`config.mk`:
```
export PLATFORM = sky130hd
export DESIGN_NAME = i2c_dma_req_gen
export DESIGN_NICKNAME = d
export VERILOG_FILES = /design/src/rtl/i2c_dma_pkg.sv /design/src/rtl/i2c_dma_burst_cnt.sv /design/src/rtl/i2c_dma_tx_rule.sv /design/src/rtl/i2c_dma_rx_rule.sv /design/src/rtl/i2c_dma_req_gen.sv
export SDC_FILE = /design/constraint.sdc
export NUM_CORES = 1
export LEC_CHECK = 0
export BUFFER_PORTS_ARGS = -buffer_cell sky130_fd_sc_hd__buf_2
export CAP_MARGIN = 0
export CORE_UTILIZATION = 35
export DETAILED_ROUTE_END_ITERATION = 8
export HOLD_SLACK_MARGIN = 0.03
export PLACE_DENSITY = 0.73
export SLEW_MARGIN = 40
export SYNTH_ARGS = -nofsm -noshare
export SYNTH_HDL_FRONTEND = slang
export SYNTH_SLANG_ARGS = --single-unit
export TNS_END_PERCENT = 20
```
`constraint.sdc`:
```
create_clock -name clk_i -period 2.55 [get_ports clk_i]
set_input_delay 0.1275 -clock clk_i [delete_from_list [all_inputs] [get_ports clk_i]]
set_output_delay 0.1275 -clock clk_i [all_outputs]
set_load 0.05 [all_outputs]
```
`src/rtl/i2c_dma_pkg.sv`:
```
package i2c_dma_pkg;
  typedef enum logic {
    DIR_TX = 1'b0,
    DIR_RX = 1'b1
  } burst_dir_e;
endpackage

```
`src/rtl/i2c_dma_burst_cnt.sv`:
```
module i2c_dma_burst_cnt
  import i2c_dma_pkg::*;
#(
  parameter int LEN_W = 8
) (
  input  logic             clk_i,
  input  logic             rst_ni,
  input  logic             start_i,
  input  logic [LEN_W-1:0] len_i,
  input  logic             dir_i,
  input  logic             byte_i,
  output logic [LEN_W-1:0] remain_o,
  output logic             tx_act_o,
  output logic             rx_act_o
);
  logic [LEN_W-1:0] cnt_q;
  burst_dir_e       dir_q;
  logic             active;

  always_ff @(posedge clk_i or negedge rst_ni) begin
    if (!rst_ni) begin
      cnt_q <= '0;
      dir_q <= DIR_TX;
    end else if (start_i) begin
      cnt_q <= len_i;
      dir_q <= burst_dir_e'(dir_i);
    end else if (byte_i && cnt_q != '0) begin
      cnt_q <= cnt_q - 1'b1;
    end
  end

  assign active   = (cnt_q != '0);
  assign tx_act_o = active && (dir_q == DIR_TX);
  assign rx_act_o = active && (dir_q == DIR_RX);
  assign remain_o = cnt_q;

  assert_load_R1: assert property (@(posedge clk_i) disable iff (!rst_ni)
    start_i |=> remain_o == $past(len_i));
  assert_dec_R2: assert property (@(posedge clk_i) disable iff (!rst_ni)
    (!start_i && byte_i && remain_o != '0) |=> remain_o == LEN_W'($past(remain_o) - 1'b1));
  assert_no_underflow_R2: assert property (@(posedge clk_i) disable iff (!rst_ni)
    (!start_i && remain_o == '0) |=> remain_o == '0);
endmodule

```
`src/rtl/i2c_dma_tx_rule.sv`:
```
module i2c_dma_tx_rule #(
  parameter int FIFO_DEPTH = 8,
  parameter int TRIG_W     = 3,
  localparam int LVL_W     = $clog2(FIFO_DEPTH + 1)
) (
  input  logic              dma_en_i,
  input  logic              to_slv_i,
  input  logic              slv_en_i,
  input  logic              next_byte_i,
  input  logic              m_act_i,
  input  logic [LVL_W-1:0]  level_i,
  input  logic [TRIG_W-1:0] trig_i,
  output logic              sreq_o,
  output logic              breq_o
);
  logic below_trig;
  assign below_trig = level_i < LVL_W'(trig_i);

  always_comb begin
    sreq_o = 1'b0;
    breq_o = 1'b0;
    if (dma_en_i) begin
      if (to_slv_i) begin
        sreq_o = slv_en_i & next_byte_i;
        breq_o = slv_en_i & below_trig;
      end else begin
        sreq_o = m_act_i & (level_i < LVL_W'(FIFO_DEPTH));
        breq_o = m_act_i & below_trig;
      end
    end
  end
endmodule

```
`src/rtl/i2c_dma_rx_rule.sv`:
```
module i2c_dma_rx_rule #(
  parameter int FIFO_DEPTH = 8,
  parameter int TRIG_W     = 3,
  parameter int M_MULTI    = 4,
  localparam int LVL_W     = $clog2(FIFO_DEPTH + 1)
) (
  input  logic              dma_en_i,
  input  logic              to_slv_i,
  input  logic              slv_en_i,
  input  logic              m_act_i,
  input  logic [LVL_W-1:0]  level_i,
  input  logic [TRIG_W-1:0] trig_i,
  output logic              sreq_o,
  output logic              breq_o
);
  logic has_data;
  assign has_data = (level_i != '0);

  always_comb begin
    sreq_o = 1'b0;
    breq_o = 1'b0;
    if (dma_en_i) begin
      if (to_slv_i) begin
        sreq_o = slv_en_i & has_data;
        breq_o = slv_en_i & (level_i > LVL_W'(trig_i));
      end else begin
        sreq_o = m_act_i & has_data;
        breq_o = m_act_i & (level_i >= LVL_W'(M_MULTI));
      end
    end
  end
endmodule

```
`src/rtl/i2c_dma_req_gen.sv`:
```
module i2c_dma_req_gen #(
  parameter int FIFO_DEPTH = 8,
  parameter int TRIG_W     = 3,
  parameter int LEN_W      = 8,
  parameter int M_RX_MULTI = 4,
  localparam int LVL_W     = $clog2(FIFO_DEPTH + 1)
) (
  input  logic              clk_i,
  input  logic              rst_ni,
  input  logic              dma_en_i,
  input  logic              burst_start_i,
  input  logic [LEN_W-1:0]  burst_len_i,
  input  logic              burst_dir_i,
  input  logic              byte_xfer_i,
  input  logic [LVL_W-1:0]  tx_level_i,
  input  logic [LVL_W-1:0]  rx_level_i,
  input  logic [TRIG_W-1:0] tx_trig_i,
  input  logic [TRIG_W-1:0] rx_trig_i,
  input  logic              tx_to_slv_i,
  input  logic              rx_to_slv_i,
  input  logic              slv_tx_en_i,
  input  logic              slv_rx_en_i,
  input  logic              slv_next_byte_i,
  output logic              tx_sreq_o,
  output logic              tx_breq_o,
  output logic              rx_sreq_o,
  output logic              rx_breq_o,
  output logic [LEN_W-1:0]  remain_o
);
  logic       m_tx_act, m_rx_act;
  logic [3:0] req_d, req_q; // {tx_s, tx_b, rx_s, rx_b}

  i2c_dma_burst_cnt #(.LEN_W(LEN_W)) i_cnt (
    .clk_i    (clk_i),
    .rst_ni   (rst_ni),
    .start_i  (burst_start_i),
    .len_i    (burst_len_i),
    .dir_i    (burst_dir_i),
    .byte_i   (byte_xfer_i),
    .remain_o (remain_o),
    .tx_act_o (m_tx_act),
    .rx_act_o (m_rx_act)
  );

  i2c_dma_tx_rule #(.FIFO_DEPTH(FIFO_DEPTH), .TRIG_W(TRIG_W)) i_tx (
    .dma_en_i    (dma_en_i),
    .to_slv_i    (tx_to_slv_i),
    .slv_en_i    (slv_tx_en_i),
    .next_byte_i (slv_next_byte_i),
    .m_act_i     (m_tx_act),
    .level_i     (tx_level_i),
    .trig_i      (tx_trig_i),
    .sreq_o      (req_d[3]),
    .breq_o      (req_d[2])
  );

  i2c_dma_rx_rule #(.FIFO_DEPTH(FIFO_DEPTH), .TRIG_W(TRIG_W), .M_MULTI(M_RX_MULTI)) i_rx (
    .dma_en_i (dma_en_i),
    .to_slv_i (rx_to_slv_i),
    .slv_en_i (slv_rx_en_i),
    .m_act_i  (m_rx_act),
    .level_i  (rx_level_i),
    .trig_i   (rx_trig_i),
    .sreq_o   (req_d[1]),
    .breq_o   (req_d[0])
  );

  always_ff @(posedge clk_i or negedge rst_ni) begin
    if (!rst_ni) req_q <= '0;
    else         req_q <= req_d;
  end

  assign {tx_sreq_o, tx_breq_o, rx_sreq_o, rx_breq_o} = req_q;

  assert_dma_off_R7: assert property (@(posedge clk_i) disable iff (!rst_ni)
    !dma_en_i |=> !(tx_sreq_o || tx_breq_o || rx_sreq_o || rx_breq_o));
  assert_rx_multi_has_single_R11: assert property (@(posedge clk_i) disable iff (!rst_ni)
    rx_breq_o |-> rx_sreq_o);
  assert_master_tx_idle_R3: assert property (@(posedge clk_i) disable iff (!rst_ni)
    (remain_o == '0 && !tx_to_slv_i) |=> !(tx_sreq_o || tx_breq_o));
  assert_master_rx_idle_R3: assert property (@(posedge clk_i) disable iff (!rst_ni)
    (remain_o == '0 && !rx_to_slv_i) |=> !(rx_sreq_o || rx_breq_o));
endmodule

```
== After elaboration in Yosys (flattened, before gate mapping) ==
Cells that the tools add are included.
Storage, ports and cells
  register bits: 13
  output and inout port bits: 12
  logic and storage cells: 33
Cells by class
  add/sub/neg operators: 1
  $lt $le $gt $ge: 4
  muxes and demuxes: 10
  bitwise operators: 9
  reduce and logical (&&, ||, !) cells: 6
Operators by type and width (count)
  $mux 8: 2
  $and 1x1->1: 8
  $mux 1: 8
  $reduce_bool 8->1: 1
  $sub 8x1->8 const B: 1
  $ge 4x3->1 const B: 1
  $gt 4x3->1: 1
  $lt 4x3->1: 1
  $lt 4x4->1 const B: 1
  $reduce_bool 4->1: 1
  $logic_and 1x1->1: 3
  $reduce_bool 2->1: 1
  $not 1->1: 1

== Longest topological paths before layout ==
  depth after elaboration: 5
  depth in mapped cells: 6

== Modules after synthesis ==
From an unflattened synthesis, not the netlist that was laid out.
Second synthesis, totals
  cell total of the unflattened synthesis: 95
  area total of the unflattened synthesis: 902.1 um^2
Modules (own cells, without submodules)
  i2c_dma_burst_cnt: times used 1, cells an instance 62, area an instance 583.1 um^2, sequential area each 225.2 um^2
  i2c_dma_rx_rule: times used 1, cells an instance 17, area an instance 123.9 um^2, sequential area each 0.0 um^2
  i2c_dma_req_gen: times used 1, cells an instance 4, area an instance 100.1 um^2, sequential area each 100.1 um^2
  i2c_dma_tx_rule: times used 1, cells an instance 12, area an instance 95.1 um^2, sequential area each 0.0 um^2

== Least setup slack after synthesis ==
No wires, ideal clock.
  kind: flip-flop to flip-flop
  from: register i_cnt.cnt_q[0], in the netlist i_cnt.remain_o[0]
  to: register i_cnt.cnt_q[3], in the netlist i_cnt.remain_o[3]
  arrival: 1621 ps
  setup slack: 798 ps
  cell stages (with the launch flop): 7
  clock period less this slack: 1752 ps
  cell sequence: dfrtp_1 inv_1 ha_1 nor4b_4 nand2_1 a32oi_1 o21ai_1
On the way
  longest elaborated chain between the ends: 3
  elaborated cells on any way between the ends: 6
RTL lines
  from (decl): line i2c_dma_burst_cnt.sv:16  | logic [LEN_W-1:0] cnt_q;
  from (signal assigned): line i2c_dma_burst_cnt.sv:25  | cnt_q <= len_i;
  from (signal assigned): line i2c_dma_burst_cnt.sv:28  | cnt_q <= cnt_q - 1'b1;
  $sub 8x1->8 / $reduce_bool 8->1 (equally long branches): line i2c_dma_burst_cnt.sv:28, i2c_dma_burst_cnt.sv:27
  $mux 8 / $logic_and 1x1->1 (equally long branches): line i2c_dma_burst_cnt.sv:27  | end else if (byte_i && cnt_q != '0) begin
  $mux 8 / $reduce_bool 2->1 (equally long branches)
Parallel ways exist; a longest one is shown, timed or not. The select of a mux whose other input is x is not followed.
A chain may end at the register's enable or synchronous reset.

== Worst setup path after layout ==
Ends and elaborated chain as after synthesis.

==> reports/results.ini <==
[status]
outcome=completed

[yosys]
synthesis.area_um2=870
syn_avg_cell_area_um2=9.25
synth-seq-area-share_pct=37.4
synth_cells=94
synthesis.nets=134
count_of_warnings_emitted_by_yosys=0
synth_top_family_by_area=simple AND/OR/NAND/NOR gates
synth-compound-area-share_pct=20.1
total_of_flip_flops_plus_latches_after_synthesis=13
post_synth_mux_area_share_pct=2.45
yosys.area_share.adder_pct=10.1
synth_simple_gate_area_share_pct=24.6
synth.distinct_cells=36
synth_xor_xnor_area_share_pct=1.01

[finish]
finish.net_count=182
fin_cells=169
number_of_filler_instances_in_the_final_layout=215
antenna_cell_count=0
most_used_cells_in_the_layout_excluding_fill_and_tap_cells=44 x sky130_fd_sc_hd__buf_2, 13 x sky130_fd_sc_hd__nand2_1, 13 x sky130_fd_sc_hd__dfrtp_1
combined_area_of_the_multi_input_logic_cells_um2=507
share_of_the_core_filled_with_cells_in_the_final_layout_pct=50.7
seqCellArea_um2=325
mostFrequentLayoutCell=sky130_fd_sc_hd__buf_2
drive_gt1_share_pct=37.6
area.growth.synth_to_final_pct=32.7

[routing]
vias=860
wl_final_um=1940
number_of_routed_nets_with_antenna_violations=0
viasPerCell=5.09
routed_wire_length_per_instance_um=11.4
drt_drc_violations_left=0
drtPass1Iterations=4
detail_route.iter0.violations=11

[floorplan]
core_area_um2=2280
floorplan.die.height_um=51.8
starting_density_pct=38.2
rows=17
pin_count=45
die_area_um2=2690
die_x_um=51.8

[setup_path]
critPathArrivalTime_ns=1.82
worst-path-max-fanout=6
timing.setup.critical_path_class=flop to flop
rrSetupSlack_ns=0.88
timing.critical_path.required_ns=2.70
startpoint_type=flop
reg2reg_to=i_cnt.remain_o[3]
worstRegToRegCells=6
critical_path.endpoint_type=flop
r2r_start=i_cnt.remain_o[0]

[global_routing]
grt_first_pass_wirelength_um=3330
vias_in_the_first_global_route=774
antenna_violations_before_repair=0
grt.overflow.total=0
pin_count_of_the_biggest_net_entering_global_routing=19
global_routing_usage_summed_across_all_routing_layers_pct=16.8

[power_and_ir_drop]
power.leakage_nw=0.595
max-vdd-ir-drop_mv=0.273
power_density_nw_per_um2=503
total_power_mw=0.580

[clocking]
clock-sinks=13
worst_skew_pair.late_latency_ns=0.27
post_cts.repair.setup_buffers=0
cts-htree-levels=1
tritoncts_clock_tree=yes
tritoncts.num_buffers=3
cts_resized=0
clock-root-buffer=sky130_fd_sc_hd__clkbuf_4
clkTransAtPathRegs_ns=0.08
cts_buffer_depth=2

[sta]
tightestPinTransition_ns=0.384
hold_viol_final=0
setup_viol=0
fmax_mhz=599
setup_tns_ns=0
slew_violations=0
relSlewSlack_pct=74.3
min_period_ns=1.67
grt_setup_unrepaired=false
period_share_pct=65.4
skew_ns=0.000413

[placement]
post-place-cells=164
globalplace.congestion=0.809
place.detailed.hpwl_um=1570
number_of_buffer_cells_added_on_primary_ports=44

[worst_hold_path]
min_delay_worst_endpoint=i_cnt.remain_o[2]
hold_path_startpoint=burst_len_i[2]
timing.hold.worst.class=input port to flop
timing.hold.worst_path_depth=3

[job]
max_cap_violations=0

-- power breakdown --
group	internal (mW)	switching [mW]	leakage, nW
clock	0.0605	0.0633	0.0150
combinational	0.0743	0.130	0.419
sequential	0.225	0.0272	0.161
total	0.360	0.220	0.595
-- Yosys cell counts (all sizes together) --
cell	count	area, um2
nor2	7	26.3
a22oi	1	7.51
and4b	1	10.0
o2111ai	1	8.76
o41ai	1	8.76
nor4	1	6.26
nand2b	1	6.26
mux2i	1	10.0
inv	8	30.0
nor4b	2	32.5
or2b	1	7.51
mux2	1	11.3
a211o	1	8.76
a21oi	4	20.0
xnor2	1	8.76
o21ai	8	40.0
a21o	2	15.0
nand3	2	10.0
dfrtp	13	325
a221o	1	10.0
a32oi	1	8.76
nor3b	3	32.5
clkbuf	2	7.51
a211oi	2	15.0
nor2b	2	12.5
a21boi	2	18.8
o31ai	1	7.51
nor3	2	21.3
a31oi	1	6.26
ha	7	87.6
nand2	13	48.8
-- cell families after synthesis --
kind of cell | Yosys count
compound gates | 26
xor+xnor | 1
fa+ha+maj | 7
buf+inv | 10
flops | 13
mux | 2
simple gates | 35
-- routing by layer --
metal,track usage [%],part of all wire (%)
met3,2.63,6.8
met5,0,0
met2,26.5,46
met4,9.01,1.2
met1,21.7,46
-- flip-flops by register name, indices dropped and copies added (netlist names) --
name            count
i_cnt.dir_q         1
i_cnt.remain_o      8
req_q               4
-- cell type report --
class | count | share of cell area (%)
inverter | 8 | 2.60
sequential | 13 | 28.2
timing repair buffer | 45 | 20.0
multi-input combinational | 71 | 43.9
tap | 28 | 3.04
clock buffer | 4 | 2.28
-- worst max-delay path by stage --
stage / from / end / slack, ns
floorplan: i_cnt.remain_o[0] / i_cnt.remain_o[3] / 0.80
global placement: i_cnt.remain_o[0] / i_cnt.remain_o[3] / 0.95
detailed placement: i_cnt.remain_o[0] / i_cnt.remain_o[3] / 0.88
CTS: i_cnt.remain_o[0] / i_cnt.remain_o[3] / 0.87
global route: i_cnt.remain_o[0] / i_cnt.remain_o[3] / 0.67
finish: i_cnt.remain_o[0] / i_cnt.remain_o[3] / 0.88
-- what timing repair did --
item	in CTS	in global routing
endpoints found under the setup margin	0	0
endpoints found under the hold margin	13	0
hold buffers	1	0
-- through the flow --
stage	setup WS, ns	hold slack [ns]	area [um2]
3_5_place_dp	0.876	0.0361	1120
6_report	0.882	0.0650	1150
4_1_cts	0.871	0.0564	1150
3_3_place_gp	0.950	0.0294	1120
2_1_floorplan	0.798	-0.168	870
5_1_grt	0.665	0.0563	1150
-- critical path, stage by stage, from the launching register on --
cell and delay [ns]:
sky130_fd_sc_hd__dfrtp_1 0.43, sky130_fd_sc_hd__inv_1 0.11, sky130_fd_sc_hd__ha_1 0.17, sky130_fd_sc_hd__nor4b_4 0.35
sky130_fd_sc_hd__nand2_1 0.18, sky130_fd_sc_hd__a32oi_1 0.23, sky130_fd_sc_hd__o21ai_1 0.07
No activity file was read; power rests on OpenSTA's default activity.
